===== config.mk =====
export PLATFORM = sky130hd
export DESIGN_NAME = coal_cell
export DESIGN_NICKNAME = d
export VERILOG_FILES = /design/src/rtl/coal_pkg.sv /design/src/rtl/coal_phase_ctr.sv /design/src/rtl/coal_hist.sv /design/src/rtl/coal_alu.sv /design/src/rtl/coal_cell.sv
export SDC_FILE = /design/constraint.sdc
export NUM_CORES = 1
export LEC_CHECK = 0
export ABC_AREA = 1
export BUFFER_PORTS_ARGS = -buffer_cell sky130_fd_sc_hd__buf_2
export CORE_AREA = 2 2 172 174
export DETAILED_ROUTE_END_ITERATION = 7
export DIE_AREA = 0 0 174 176
export PLACE_DENSITY = 0.8
export SLEW_MARGIN = 20
export SYNTH_ARGS = -nofsm -noshare
export SYNTH_HDL_FRONTEND = slang
export SYNTH_SLANG_ARGS = --single-unit

===== constraint.sdc =====
create_clock -name clk -period 28.8 [get_ports clk]
set_input_delay 1.44 -clock clk [delete_from_list [all_inputs] [get_ports clk]]
set_output_delay 1.44 -clock clk [all_outputs]
set_load 0.005 [all_outputs]

===== src/rtl/coal_pkg.sv =====
// Shared types for the coalesced solver cell.
// Assumes: nothing beyond IEEE 1800-2017.
package coal_pkg;
    // Operation selected for the current phase.
    typedef enum logic [1:0] {
        OP_IDLE = 2'd0,
        OP_MAC  = 2'd1,
        OP_DIV  = 2'd2
    } op_e;
endpackage


===== src/rtl/coal_phase_ctr.sv =====
// Phase counter modulo the slow factor. Each phase selects one virtual cell.
// Assumes: SLOW >= 2; the counter runs freely after reset.
module coal_phase_ctr #(
    parameter int SLOW = 4,
    localparam int PW = (SLOW > 2) ? $clog2(SLOW) : 1
) (
    input  logic          clk,
    input  logic          rst_n,
    output logic [PW-1:0] phase,
    output logic          last_phase
);
    localparam logic [PW-1:0] LAST = PW'(SLOW - 1);

    // Step the phase, wrapping after the last virtual cell.
    always_ff @(posedge clk) begin
        if (!rst_n)            phase <= '0;
        else if (phase == LAST) phase <= '0;
        else                   phase <= phase + 1'b1;
    end

    // Flag the dividing phase.
    assign last_phase = (phase == LAST);

    // the counter wraps back to zero after the last phase
    assert_phase_wrap_R2: assert property (@(posedge clk) disable iff (!rst_n)
        (phase == LAST) |=> (phase == '0));
    // any other phase is followed by its successor
    assert_phase_step_R2: assert property (@(posedge clk) disable iff (!rst_n)
        (phase != LAST) |=> (phase == $past(phase) + 1'b1));
    // the phase never leaves the range of the slow factor
    assert_phase_range_R2: assert property (@(posedge clk) disable iff (!rst_n)
        (phase <= LAST));
endmodule


===== src/rtl/coal_hist.sv =====
// Feedback register bank that carries solved unknowns between merged virtual
// cells. Entry v-1 holds the unknown solved v live rows ago. The dividing
// phase writes a new unknown; the inner-product phases read by index.
// Assumes: the shift enable is raised only in the dividing phase of a live row.
module coal_hist #(
    parameter int SLOW = 4,
    parameter int DW   = 16,
    localparam int DEPTH = SLOW - 1,
    localparam int PW    = (SLOW > 2) ? $clog2(SLOW) : 1
) (
    input  logic                 clk,
    input  logic                 rst_n,
    input  logic                 shift_en,
    input  logic signed [DW-1:0] din,
    input  logic [PW-1:0]        rd_idx,
    output logic signed [DW-1:0] rd_data,
    output logic signed [DW-1:0] tail
);
    logic [DEPTH-1:0][DW-1:0] h_q;

    // Shift chain: the newest unknown enters entry 0 and the older ones move down.
    for (genvar g = 0; g < DEPTH; g++) begin : g_stage
        if (g == 0) begin : g_head
            // Load the newest unknown.
            always_ff @(posedge clk) begin
                if (!rst_n)        h_q[g] <= '0;
                else if (shift_en) h_q[g] <= din;
            end
        end else begin : g_body
            // Age the previous entry by one row.
            always_ff @(posedge clk) begin
                if (!rst_n)        h_q[g] <= '0;
                else if (shift_en) h_q[g] <= h_q[g-1];
            end
        end
    end

    // Read port for the consuming phase; out-of-range indices read zero.
    always_comb begin
        rd_data = '0;
        if (int'(rd_idx) < DEPTH) rd_data = h_q[rd_idx];
    end

    // Oldest entry, about to leave the bank.
    assign tail = h_q[DEPTH-1];

    // without a write from a live dividing phase the stored unknowns hold
    assert_hist_hold_R7: assert property (@(posedge clk) disable iff (!rst_n)
        !shift_en |=> $stable(h_q));
    // after a write, entry 0 holds the value the producer supplied
    assert_hist_load_R8: assert property (@(posedge clk) disable iff (!rst_n)
        shift_en |=> (h_q[0] == $past(din)));
endmodule


===== src/rtl/coal_alu.sv =====
// Arithmetic for one virtual-cell operation: an inner-product step
// y + l*x, and a division (b - y) / d with truncation toward zero.
// Assumes: DW-bit two's complement wrap; a zero divisor gives zero.
module coal_alu #(
    parameter int DW = 16
) (
    input  logic                 first_mac,
    input  logic signed [DW-1:0] coef,
    input  logic signed [DW-1:0] xval,
    input  logic signed [DW-1:0] acc,
    input  logic signed [DW-1:0] nbr_y,
    input  logic signed [DW-1:0] rhs,
    output logic signed [DW-1:0] mac_res,
    output logic signed [DW-1:0] div_res
);
    logic signed [DW-1:0] base;
    logic signed [DW-1:0] prod;
    logic signed [DW-1:0] diff;

    // Inner-product step; the first phase starts from the neighbour's sum.
    always_comb begin
        base    = first_mac ? nbr_y : acc;
        prod    = coef * xval;
        mac_res = base + prod;
    end

    // Division by the main diagonal, guarded against a zero divisor.
    always_comb begin
        diff = rhs - acc;
        if (coef == '0) div_res = '0;
        else            div_res = diff / coef;
    end
endmodule


===== src/rtl/coal_cell.sv =====
// Coalesced systolic cell: one physical element that runs SLOW virtual cells
// of a band lower-triangular solver in turn, one row per SLOW cycles.
// Assumes: rows are aligned to the internal phase counter from reset onward;
// in_valid is sampled only in phase 0; nbr_y_in only in phase 0; rhs_in only
// in phase SLOW-1.
module coal_cell
    import coal_pkg::*;
#(
    parameter int SLOW = 4,
    parameter int DW   = 16
) (
    input  logic                 clk,
    input  logic                 rst_n,
    input  logic                 in_valid,
    input  logic signed [DW-1:0] coef_in,
    input  logic signed [DW-1:0] rhs_in,
    input  logic signed [DW-1:0] nbr_y_in,
    output logic signed [DW-1:0] x_out,
    output logic                 x_valid,
    output logic signed [DW-1:0] x_fwd,
    output logic                 fwd_valid
);
    localparam int PW = (SLOW > 2) ? $clog2(SLOW) : 1;
    localparam logic [PW-1:0] FAR_IDX = PW'(SLOW - 2);

    logic [PW-1:0]        phase;
    logic                 last_phase;
    logic                 live_q;
    logic                 live_now;
    op_e                  op;
    logic signed [DW-1:0] acc_q;
    logic signed [DW-1:0] hist_rd;
    logic signed [DW-1:0] hist_tail;
    logic [PW-1:0]        rd_idx;
    logic signed [DW-1:0] mac_res;
    logic signed [DW-1:0] div_res;
    logic                 div_fire;

    coal_phase_ctr #(.SLOW(SLOW)) u_ctr (
        .clk        (clk),
        .rst_n      (rst_n),
        .phase      (phase),
        .last_phase (last_phase)
    );

    // Liveness of the row: taken from in_valid in phase 0, held afterwards.
    assign live_now = (phase == '0) ? in_valid : live_q;

    // Remember whether the current row is live.
    always_ff @(posedge clk) begin
        if (!rst_n)            live_q <= 1'b0;
        else if (phase == '0)  live_q <= in_valid;
    end

    // Decode the operation of the active virtual cell.
    always_comb begin
        if (!live_now)       op = OP_IDLE;
        else if (last_phase) op = OP_DIV;
        else                 op = OP_MAC;
    end

    assign div_fire = (op == OP_DIV);

    // Farthest sub-diagonal runs first: phase p reads the unknown K-1-p rows back.
    assign rd_idx = FAR_IDX - phase;

    coal_hist #(.SLOW(SLOW), .DW(DW)) u_hist (
        .clk      (clk),
        .rst_n    (rst_n),
        .shift_en (div_fire),
        .din      (div_res),
        .rd_idx   (rd_idx),
        .rd_data  (hist_rd),
        .tail     (hist_tail)
    );

    coal_alu #(.DW(DW)) u_alu (
        .first_mac (phase == '0),
        .coef      (coef_in),
        .xval      (hist_rd),
        .acc       (acc_q),
        .nbr_y     (nbr_y_in),
        .rhs       (rhs_in),
        .mac_res   (mac_res),
        .div_res   (div_res)
    );

    // Partial-sum register that carries y between inner-product phases.
    always_ff @(posedge clk) begin
        if (!rst_n)            acc_q <= '0;
        else if (op == OP_MAC) acc_q <= mac_res;
    end

    // Result and right-going port, updated by the dividing phase of a live row.
    always_ff @(posedge clk) begin
        if (!rst_n) begin
            x_out     <= '0;
            x_valid   <= 1'b0;
            x_fwd     <= '0;
            fwd_valid <= 1'b0;
        end else begin
            x_valid   <= div_fire;
            fwd_valid <= div_fire;
            if (div_fire) begin
                x_out <= div_res;
                x_fwd <= hist_tail;
            end
        end
    end

    // a result strobe lasts one cycle, since rows are SLOW cycles long
    assert_valid_single_R6: assert property (@(posedge clk) disable iff (!rst_n)
        x_valid |=> !x_valid);
    // the strobe follows only the last phase of a row
    assert_valid_after_last_R6: assert property (@(posedge clk) disable iff (!rst_n)
        x_valid |-> (phase == '0));
    // without a strobe the result port holds its value
    assert_out_hold_R7: assert property (@(posedge clk) disable iff (!rst_n)
        !x_valid |-> $stable(x_out));
    // the forward port changes only together with its strobe
    assert_fwd_hold_R9: assert property (@(posedge clk) disable iff (!rst_n)
        !fwd_valid |-> $stable(x_fwd));
endmodule


==> run metrics, run 1 <==
outcome=aborted with a tool error; worst_ep grt=u_hist.h_q[14]$_SDFFE_PN0P_/D; largest net degree at the start of global routing=66; Synth Instances=2504; most frequent cell after synthesis=nand2_1; largest family of logic cells by synthesized area=simple AND/OR/NAND/NOR gates; placed cells=around 3300; area leader, netlist=ha_1; Sink Count=84; Distinct cells, synth=between 60 and 70; die extent in y=176 microns; post-synthesis sequential area ratio=10.0%; multiplexer share of the synthesized area=0.0597%; share of the synthesized area in the top cell type=between 15 and 20%; Initial Util=58.7%; Syn Area/Cell=6.70 sq um; Row Count=between 60 and 70; simple-gate share of the synthesized area=~30%; adder-cell area share of the yosys netlist=around 28%; Yosys reg bits=84; CTS Hold Bufs=0; Tot GR Track Use=87.9%; most common library cells after synthesis=544 x nand2_1, 355 x inv_1, 302 x nor2_1; error message=[ERROR GRT-0232] Routing congestion too high. Check the congestion heatmap in the GUI.; DP Area=slightly above 20000 sq um; Post-Syn Nets=2873; IO Port Bufs=84; IO Pins=85; asr flop ratio synth=0%; Worst End Pin Type=register data pin; root buf cell=clkbuf_16; Primary FF master, synth=dfxtp_1; DIE WIDTH=174 microns; CTS Buffer Depth=2; gpl congestion=1.00; Stopped at=global routing; Synth Cell Area=16800 sq um; post-DP HPWL=43400 microns; Yosys Warn Count=0; H-tree depth=3; global route total overflow=approximately 690; top cells by area, synth=ha_1 17%, nand2_1 12%, fa_1 11%; number of synthesized flops with an enable pin=0; Compound-Gate Fraction of Synth Area=13.3%; xor/xnor share of the synthesized area=7.41%; CTS Buf Count=9
-- what timing repair did --
action                                  4_1_cts
gates cloned                                  1
pin swaps                                    88
endpoints found under the setup margin       16
buffers inserted                            307
gates resized for setup                      88
-- kinds of logic after synthesis --
family / count (synthesis)
AO/OA/AOI/OAI: 371
XOR/XNOR: 138
adder cells (fa/ha/maj): 318
buffers and inverters: 472
flip-flops: 84
multiplexers: 1
AND/OR/NAND/NOR: 1120
-- layer usage --
layer,overflow,track usage (%)
met5,18,64.1
met2,375,102
met4,140,89.2
met3,66,76.0
met1,89,85.4
-- stage by stage --
stage	setup slack (ns)	utilization [%]	hold WS [ns]
CTS	-0.376	81.3	0.505
detailed placement	-1.88	70.9	0.493
global placement	-0.329	70.9	0.479
floorplan	-0.378	-	0.448
==> inputs of run 2 (changes only) <==
CORE_AREA = 2 2 208 210   (was 2 2 172 174)
DIE_AREA = 0 0 210 212   (was 0 0 174 176)
PLACE_DENSITY = unset   (was 0.8)
PLACE_DENSITY_LB_ADDON = 0.15   (was unset)
clock period = 37.4 ns   (was 28.8 ns; I/O delays follow)
==> run 2 against run 1 <==
Area after synthesis is the same. Synthesized cell count unchanged. The flow now finishes without violations.
==> run metrics, run 2 <==
slowest CP cell=fa_1; most frequent cell after synthesis=nand2_1; critical path arrival=34.06 ns; root buf cell=clkbuf_16; IO Port Bufs=84 (unchanged); CTS tree=yes; Biggest register=u_hist.h_q; max reg flops=32; Synth Cell Area=16800 sq um (unchanged); CP max FO=29; Yosys Warn Count=0 (unchanged); Setup crit start kind=input port; outcome=finished clean; worst r2r src=acc_q[2]; asr flop ratio synth=0% (unchanged); Distinct cells, synth=65 (unchanged); DIE WIDTH=210 microns (+21%); clk_lat worst skew=roughly 0.35 ns; gpl congestion=0.936 (-6.8%); Final min period=33.78 ns; post-DP HPWL=42000 microns (-3.4%); number of iterations in the first detailed-routing pass=5; hold slack final=0.493 ns; Row Count=76 (+23%); CTS Buffer Depth=2 (unchanged); Hold Crit Class=flip-flop to flip-flop; Critical Path RT=roughly 38 ns; Yosys reg bits=84 (unchanged); largest net degree at the start of global routing=57; vias in the first global route=15100; Primary FF master, synth=dfxtp_1; WS Path Type=input port to flip-flop; area leader, netlist=ha_1; clock skew=roughly 0.0086 ns; commonest non-fill, non-tap cell in the layout=nand2_1; Initial DRC Count=851; H-tree depth=3 (unchanged); die footprint=44500 sq um; Final Setup Violations=0; Sink Count=84 (unchanged); share of the synthesized area in the top cell type=16.7% (unchanged); post-synthesis sequential area ratio=10.0% (unchanged); Synth Instances=2504 (unchanged); initial antenna violation count=1; Hold Crit Start=acc_q[0]; fillers=4452; Antenna diodes=0; Tot GR Track Use=23.4%; pins over their slew limit=0; Worst-path clk slew=0.06 ns; DRT antenna net count=0; R2R setup slack=4.93 ns; Max-slew headroom=38.6%; die extent in y=212 microns (+20%); CP Capture Type=flip-flop; Syn Area/Cell=6.70 sq um (unchanged); CP most frequent cell=nand2_1; final hold violation count=0; first-pass GRT wire length=between 80000 and 90000 microns; most frequent cells in the layout=542 x nand2_1, 354 x inv_1, 301 x nor2_1; Avg Vias per Cell=5.09; IO Pins=85 (unchanged); drt wl/cell=about 17 microns; fmax=29.6 MHz; Initial Util=39.5% (-19 points); Post-Syn Nets=2873 (unchanged); Worst-Margin Slew=slightly above 0.9 ns; DR vias=about 16000; core area=42500 sq um; CTS Buf Count=9 (unchanged); most common library cells after synthesis=544 x nand2_1, 355 x inv_1, 302 x nor2_1; Worst path max stage delay=0.41 ns; number of synthesized flops with an enable pin=0 (unchanged); start point of the critical path=rhs_in[0]; Nets=2903; area growth from synthesis to layout=6.62%; final WL=51600 microns; fin crit share=90.3%; Seq. cell area=roughly 1700 sq um; DRC=0; layout cells sized above 1=12.1%; top cells by area, synth=ha_1 17%, nand2_1 12%, fa_1 11%; global route total overflow=0; Max Cap Violations=0; area of the multi-input gates=roughly 13000 sq um
==> run 2: cell families after synthesis <==
| kind of cell | synth area share (%) |
|---|---|
| AOI/OAI and AO/OA | 13.3 |
| xor gates and xnor gates | 7.41 |
| adders and majority gates | 27.9 |
| buffers and inverters | 11.8 |
| DFF | 10.0 |
| muxes | 0.0597 |
| and+or+nand+nor | 29.5 |
==> run 2: final cells by class <==
class	count	share of cell area (%)
inverters	386	8.19
clock inverters	6	0.245
repair buffers	105	3.23
clock buffers	10	1.34
flip-flops and latches	84	9.41
well taps	546	3.82
multi-input cells	1948	73.8
==> run 2: path summary, 6_finish.rpt <==
kind         depth (start not counted)              to
max reg2reg                        242  u_hist.h_q[14]
min                                  2        acc_q[0]
max                                244  u_hist.h_q[14]
min reg2reg                          2        acc_q[0]
==> run 2: what timing repair did <==
action | 4_1_cts | 5_1_grt
buffers inserted | 0 | 5
hold buffers | 0 | 0
resized for setup | 0 | 18
setup endpoints to repair | 0 | 16
==> run 2: through the flow <==
stage	area (sq um)	setup slack [ns]	cells	utilization (%)	TNS, ns
6_report	17900	3.62	3085	42.1	0
5_1_grt	17900	-0.00174	3085	42.1	-0.00174
4_1_cts	17800	1.81	3080	41.8	0
3_5_place_dp	17500	1.58	3064	41.1	0
3_3_place_gp	17500	2.78	3064	41.1	0
2_1_floorplan	16800	6.98	2504	-	0
==> run 2: worst max-delay path: cells and delay by family <==
| kind | cells | cell delay, ns |
|---|---|---|
| AO/OA/AOI/OAI | 85 | 13.16 |
| AND/OR/NAND/NOR | 115 | 11.24 |
| buffers and inverters | 25 | 2.04 |
| adder cells (fa/ha/maj) | 19 | 5.62 |
==> run 2: metal layers <==
metal / track usage, % / up-vias / part of all wire (%)
li1: - / 7983 / -
met1: 31.7 / 7374 / 47
met2: 41.2 / 303 / 49
met3: 1.20 / 48 / 3.0
met4: 4.96 / 2 / 1.9
met5: 0 / - / 0.025
Power of run 2 is left out: the tool's default activity adds up to more than one toggle a clock period on the data nets, which glitch-free logic cannot reach.
==> inputs of run 3 (changes only) <==
CORE_AREA = 2 2 217 219   (was 2 2 208 210)
DIE_AREA = 0 0 219 221   (was 0 0 210 212)
SYNTH_HIERARCHICAL = 1   (was unset)
==> run 3 against run 2 <==
Wire length increased by 4.6%. Sequential share of layout area increased by 0.84 points. Clock-buffer cell count increased by 1. Critical endpoint is now x_out[12]. Highest routed layer is now met4.
==> run metrics, run 3 <==
DRC=0 (unchanged); CP most frequent cell=nand2_1; Yosys reg bits=100 (+19%); most frequent cell after synthesis=nand2_1; Max Cap Violations=0 (unchanged); pins over their slew limit=0 (unchanged); die extent in y=221 microns (+4.2%); Synth Cell Area=18200 sq um (+8.7%); Yosys Warn Count=6 (+6); Biggest register=u_hist/h_q; final hold violation count=0 (unchanged); top cells by area, synth=ha_1 15%, nand2_1 13%, dfxtp_1 11%; WS Path Type=input port to flip-flop; CTS tree=yes; Synth Instances=2747 (+9.7%); Initial Util=39.6% (+0.14 points); dpl ws=0.0815 ns (-1.50 ns); Hold Crit Start=x_fwd[2]; met2 GRT Util=36.4% (-4.8 points); layout cells sized above 1=14.9% (+2.8 points); fmax=29.0 MHz (-2.0%); slowest CP cell=fa_1; outcome=finished clean; Worst-Margin Slew=1.05 ns (+0.135 ns); Sink Count=100 (+19%); Syn Area/Cell=6.64 sq um (-0.88%); worst r2r src=acc_q[8]; asr flop ratio synth=0% (unchanged); Critical Path RT=37.69 ns (about the same); Worst-path clk slew=0.07 ns (about the same); CTS Buffer Depth=2 (unchanged); Worst path max stage delay=0.38 ns (-0.03 ns); DIE WIDTH=219 microns (+4.3%); IO Port Bufs=84 (unchanged); root buf cell=clkbuf_16; setup slack after layout=2.95 ns (-0.674 ns); die footprint=48400 sq um (+8.7%); start point of the critical path=rhs_in[0]; Hold Crit Class=flip-flop to flip-flop; Post-Syn Nets=3115 (+8.4%); fin util=42.4% (+0.37 points); initial antenna violation count=0 (-1); Avg Vias per Cell=4.97 (-2.4%); clk_lat worst skew=0.36 ns (about the same); global route total overflow=0 (unchanged); IO Pins=85 (unchanged); largest net degree at the start of global routing=99 (+74%); number of iterations in the first detailed-routing pass=6 (+1); DRT antenna net count=0 (unchanged); Setup crit start kind=input port; drt wl/cell=16.0 microns (-4.6%); number of synthesized flops with an enable pin=0 (unchanged); post-synthesis sequential area ratio=11.0% (+0.95 points); Tot GR Track Use=22.3% (-1.1 points); commonest non-fill, non-tap cell in the layout=nand2_1; CTS Buf Count=9 (unchanged); met3 usage=1.48% (+0.29 points); area leader, netlist=ha_1; CP max FO=20 (-31%); max reg flops=32 (unchanged); GR Util met1=32.5% (+0.77 points); vias in the first global route=16100 (+6.4%); core area=46100 sq um (+8.4%); most common library cells after synthesis=643 x nand2_1, 475 x inv_1, 223 x ha_1; Initial DRC Count=1066 (+25%); critical path arrival=34.74 ns (+0.68 ns); Primary FF master, synth=dfxtp_1; area growth from synthesis to layout=7.18%; Final Setup Violations=0 (unchanged); fin crit share=92.1% (+1.8 points); DR vias=16800 (+7.1%); Distinct cells, synth=61 (-6.2%); post-DP HPWL=42600 microns (+1.5%); Final min period=34.45 ns (+0.674 ns); CP Capture Type=flip-flop; clock skew=0.0131 ns (+0.00450 ns); Nets=3140 (+8.2%); Max-slew headroom=30.2% (-8.4 points); most frequent cells in the layout=640 x nand2_1, 475 x inv_1, 221 x ha_1; area of the multi-input gates=13800 sq um (+4.5%); fillers=4995 (+12%); Row Count=79 (+3.9%); global-route layer with the greatest usage=met2; final WL=54000 microns (+4.6%); Antenna diodes=0 (unchanged); first-pass GRT wire length=86200 microns (+5.2%); Seq. cell area=2000 sq um (+19%); H-tree depth=3 (unchanged); share of the synthesized area in the top cell type=15.3% (-1.4 points); gpl congestion=0.922 (-1.6%)
## run 3: changes by cell type after synthesis, moves of 16 or more
cell / change
inv_1: +120
nand2_1: +99
nor2_1: -90
nand3_1: +56
o21ai_0: -35
a21oi_2: +20
buf_2: +17
o21ai_1: +17
dfxtp_1: +16
## run 3: kinds of logic (layout without fill, tap and decap cells)
family | count (synthesis) | count (layout) | synth area share [%]
flops | 100 | 100 | 11.0
buf+inv | 628 | 658 | 14.4
xor+xnor | 140 | 140 | 6.81
fa+ha+maj | 317 | 317 | 25.6
simple gates | 1174 | 1174 | 28.5
mux | 3 | 3 | 0.172
compound gates | 385 | 385 | 13.5
## run 3: final cells by class
class / instances / area share [%]
Timing Repair inverter: 2 / 0.0512
Multi-Input combinational cell: 2019 / 70.5
Clock buffer: 11 / 1.24
Sequential cell: 100 / 10.2
Clock inverter: 5 / 0.186
Inverter: 516 / 10.0
Timing Repair Buffer: 124 / 3.83
Tap cell: 607 / 3.89
## run 3: worst max-delay path: cells and delay by family
kind            cells  cell delay (ns)
compound gates    101            14.83
fa+ha+maj          19             5.64
buf+inv            38             2.85
simple gates       96             9.52
## run 3: per-layer routing
| metal | part of all wire (%) | vias to the layer above |
|---|---|---|
| met5 | 0 | - |
| met4 | 1.3 | 0 |
| met3 | 3.3 | 48 |
| met2 | 46 | 274 |
| met1 | 50 | 7909 |
| li1 | - | 8587 |
## run 3: path summary, 6_finish.rpt
path / endpoint / cells past startpoint / slack (ns)
max: x_out[12] / 254 / 2.95
min reg2reg: x_fwd[2] / 2 / 0.48
max reg2reg: x_out[12] / 250 / 4.16
min: x_fwd[2] / 2 / 0.48
## run 3: timing repair
item,CTS,global route
buffers inserted,0,27
endpoints found under the setup margin,0,32
hold buffers,0,0
gates resized for setup,0,59
## run 3: per-stage QoR
stage / std cells / TNS [ns] / area [sq um] / hold WS, ns
CTS: 3355 / 0 / 19100 / 0.489
global route: 3384 / -1.40 / 19500 / 0.506
detailed placement: 3339 / 0 / 18800 / 0.470
floorplan: 2747 / 0 / 18200 / 0.430
finish: 3384 / 0 / 19500 / 0.482
global placement: 3339 / 0 / 18800 / 0.462
Power of run 3 is left out for the same reason.
==> inputs of run 4 (changes only) <==
CORE_AREA = 2 2 207 229   (was 2 2 217 219)
DIE_AREA = 0 0 209 231   (was 0 0 219 221)
==> run 4 against run 3 <==
First-iteration DRC count is 3.5% lower. Critical path type unchanged. Largest cell class unchanged. Sequential cell count is the same. Non-clock buffer count increased by 16. Clock skew is 0.0011 ns higher. Utilization rose by 0.28 points.
==> run metrics, run 4 (synthesized netlist as in run 3, its figures left out) <==
outcome=finished clean; Worst-Margin Slew=0.973 ns (-0.0740 ns); post-DP HPWL=42600 microns (about the same); design area=19700 sq um (+0.99%); CP most frequent cell=nand2_1; layout cells sized above 1=15.9% (+0.95 points); DRC=0 (unchanged); area growth from synthesis to layout=8.24%; Max-slew headroom=35.2% (+4.9 points); Initial Util=39.5% (-0.13 points); Final min period=34.48 ns (+0.0218 ns); commonest non-fill, non-tap cell in the layout=nand2_1; Sink Count=100 (unchanged); CTS Buffer Depth=2 (unchanged); Critical Path RT=37.70 ns (about the same); die footprint=48300 sq um (-0.25%); final hold violation count=0 (unchanged); die extent in y=231 microns (+4.5%); critical path arrival=34.78 ns (+0.04 ns); core area=46200 sq um (+0.33%); Biggest register=u_hist/h_q; fmax=29.0 MHz (about the same); Initial DRC Count=1029 (-3.5%); IO Port Bufs=84 (unchanged); gpl congestion=0.878 (-4.7%); max reg flops=32 (unchanged); fin crit share=92.2% (about the same); IO Pins=85 (unchanged); Nets=3156 (+0.51%); Row Count=83 (+5.1%); Worst path max stage delay=0.39 ns (about the same); Buf/Inv on CP=42 (+11%); CTS tree=yes; CTS Buf Count=9 (unchanged); Max Cap Violations=0 (unchanged); Avg Vias per Cell=5.00 (+0.54%); CP max FO=24 (+20%); pins over their slew limit=0 (unchanged); number of iterations in the first detailed-routing pass=5 (-1); DIE WIDTH=209 microns (-4.6%); DP Area=18800 sq um (unchanged); Antenna diodes=0 (unchanged); largest net degree at the start of global routing=99 (unchanged); slowest CP cell=ha_1; hold slack final=0.481 ns (-0.000973 ns); CP Capture Type=flip-flop; Final Setup Violations=0 (unchanged); R2R setup slack=4.21 ns (+0.05 ns); first-pass GRT wire length=85900 microns (-0.33%); CP top delay family=compound AO/OA/AOI/OAI gates; clk_lat worst skew=0.37 ns (about the same); Tot GR Track Use=22.4% (+0.047 points); vias in the first global route=16200 (+0.55%); Worst-path clk slew=0.07 ns (about the same); drt wl/cell=16.0 microns (about the same); Hold Crit Class=flip-flop to flip-flop; most frequent cells in the layout=639 x nand2_1, 474 x inv_1, 221 x ha_1; Setup crit start kind=input port; DRT antenna net count=0 (unchanged); clock skew=0.0142 ns (+0.00111 ns); root buf cell=clkbuf_16; DR vias=16900 (+0.66%); CTS Hold Bufs=0 (unchanged); final WL=54100 microns (+0.13%); H-tree depth=3 (unchanged); WS Path Type=input port to flip-flop; global route total overflow=0 (unchanged); initial antenna violation count=0 (unchanged)
[run 4: cell types whose count changed in the layout (fill, tap and decap cells not counted), moves of 2 or more]
cell,delta
buf_4,+16
nand2_2,+2
o21bai_1,-4
clkinv_4,-3
bufinv_16,+2
o21bai_2,+4
o21ai_1,-3
o21ai_2,+2
clkinv_2,-2
nor3_2,+2
inv_8,+2
nor3_1,-2
[run 4: cell type report]
class	count	area, sq um
inverters	516	1970
well taps	595	744
repair inverters	2	11.3
clock buffers	10	239
multi-input cells	2019	13800
fillers	4895	26500
flip-flops and latches	100	2000
repair buffers	140	866
clock inverters	6	93.8
[run 4: layer usage]
layer,vias up,track usage [%],part of all wire (%)
li1,8620,-,-
met1,7948,30.4,46
met2,307,37.8,47
met3,54,2.65,4.6
met4,0,4.98,2.0
met5,-,0,0
[run 4: repair_timing]
item                       in CTS  in global routing
buffers inserted                0                 41
setup endpoints to repair       0                 32
resized for setup               0                 68
[run 4: path summary, 6_finish.rpt]
check | startpoint | endpoint | depth (start not counted)
min | x_out[6] | x_out[6] | 2
min reg2reg | x_out[6] | x_out[6] | 2
max | rhs_in[0] | x_out[12] | 259
max reg2reg | acc_q[2] | x_out[12] | 256
[run 4: worst reg2reg max path: cells and delay by family, from the launching register on]
| family | cells | cell delay, ns |
|---|---|---|
| buf+inv | 40 | 3.19 |
| fa+ha+maj | 18 | 5.48 |
| compound gates | 100 | 14.22 |
| flops | 1 | 0.33 |
| simple gates | 98 | 9.82 |
[run 4: metrics by stage]
step / util [%] / setup TNS, ns / setup WS (ns) / std cells
global placement: 40.8 / 0 / 1.37 / 3329
CTS: 41.5 / 0 / 0.308 / 3345
finish: 42.7 / 0 / 2.92 / 3388
detailed placement: 40.8 / 0 / 0.0180 / 3329
floorplan: - / 0 / 4.89 / 2747
global route: 42.7 / -1.71 / -0.310 / 3388
Power of run 4 is left out for the same reason.
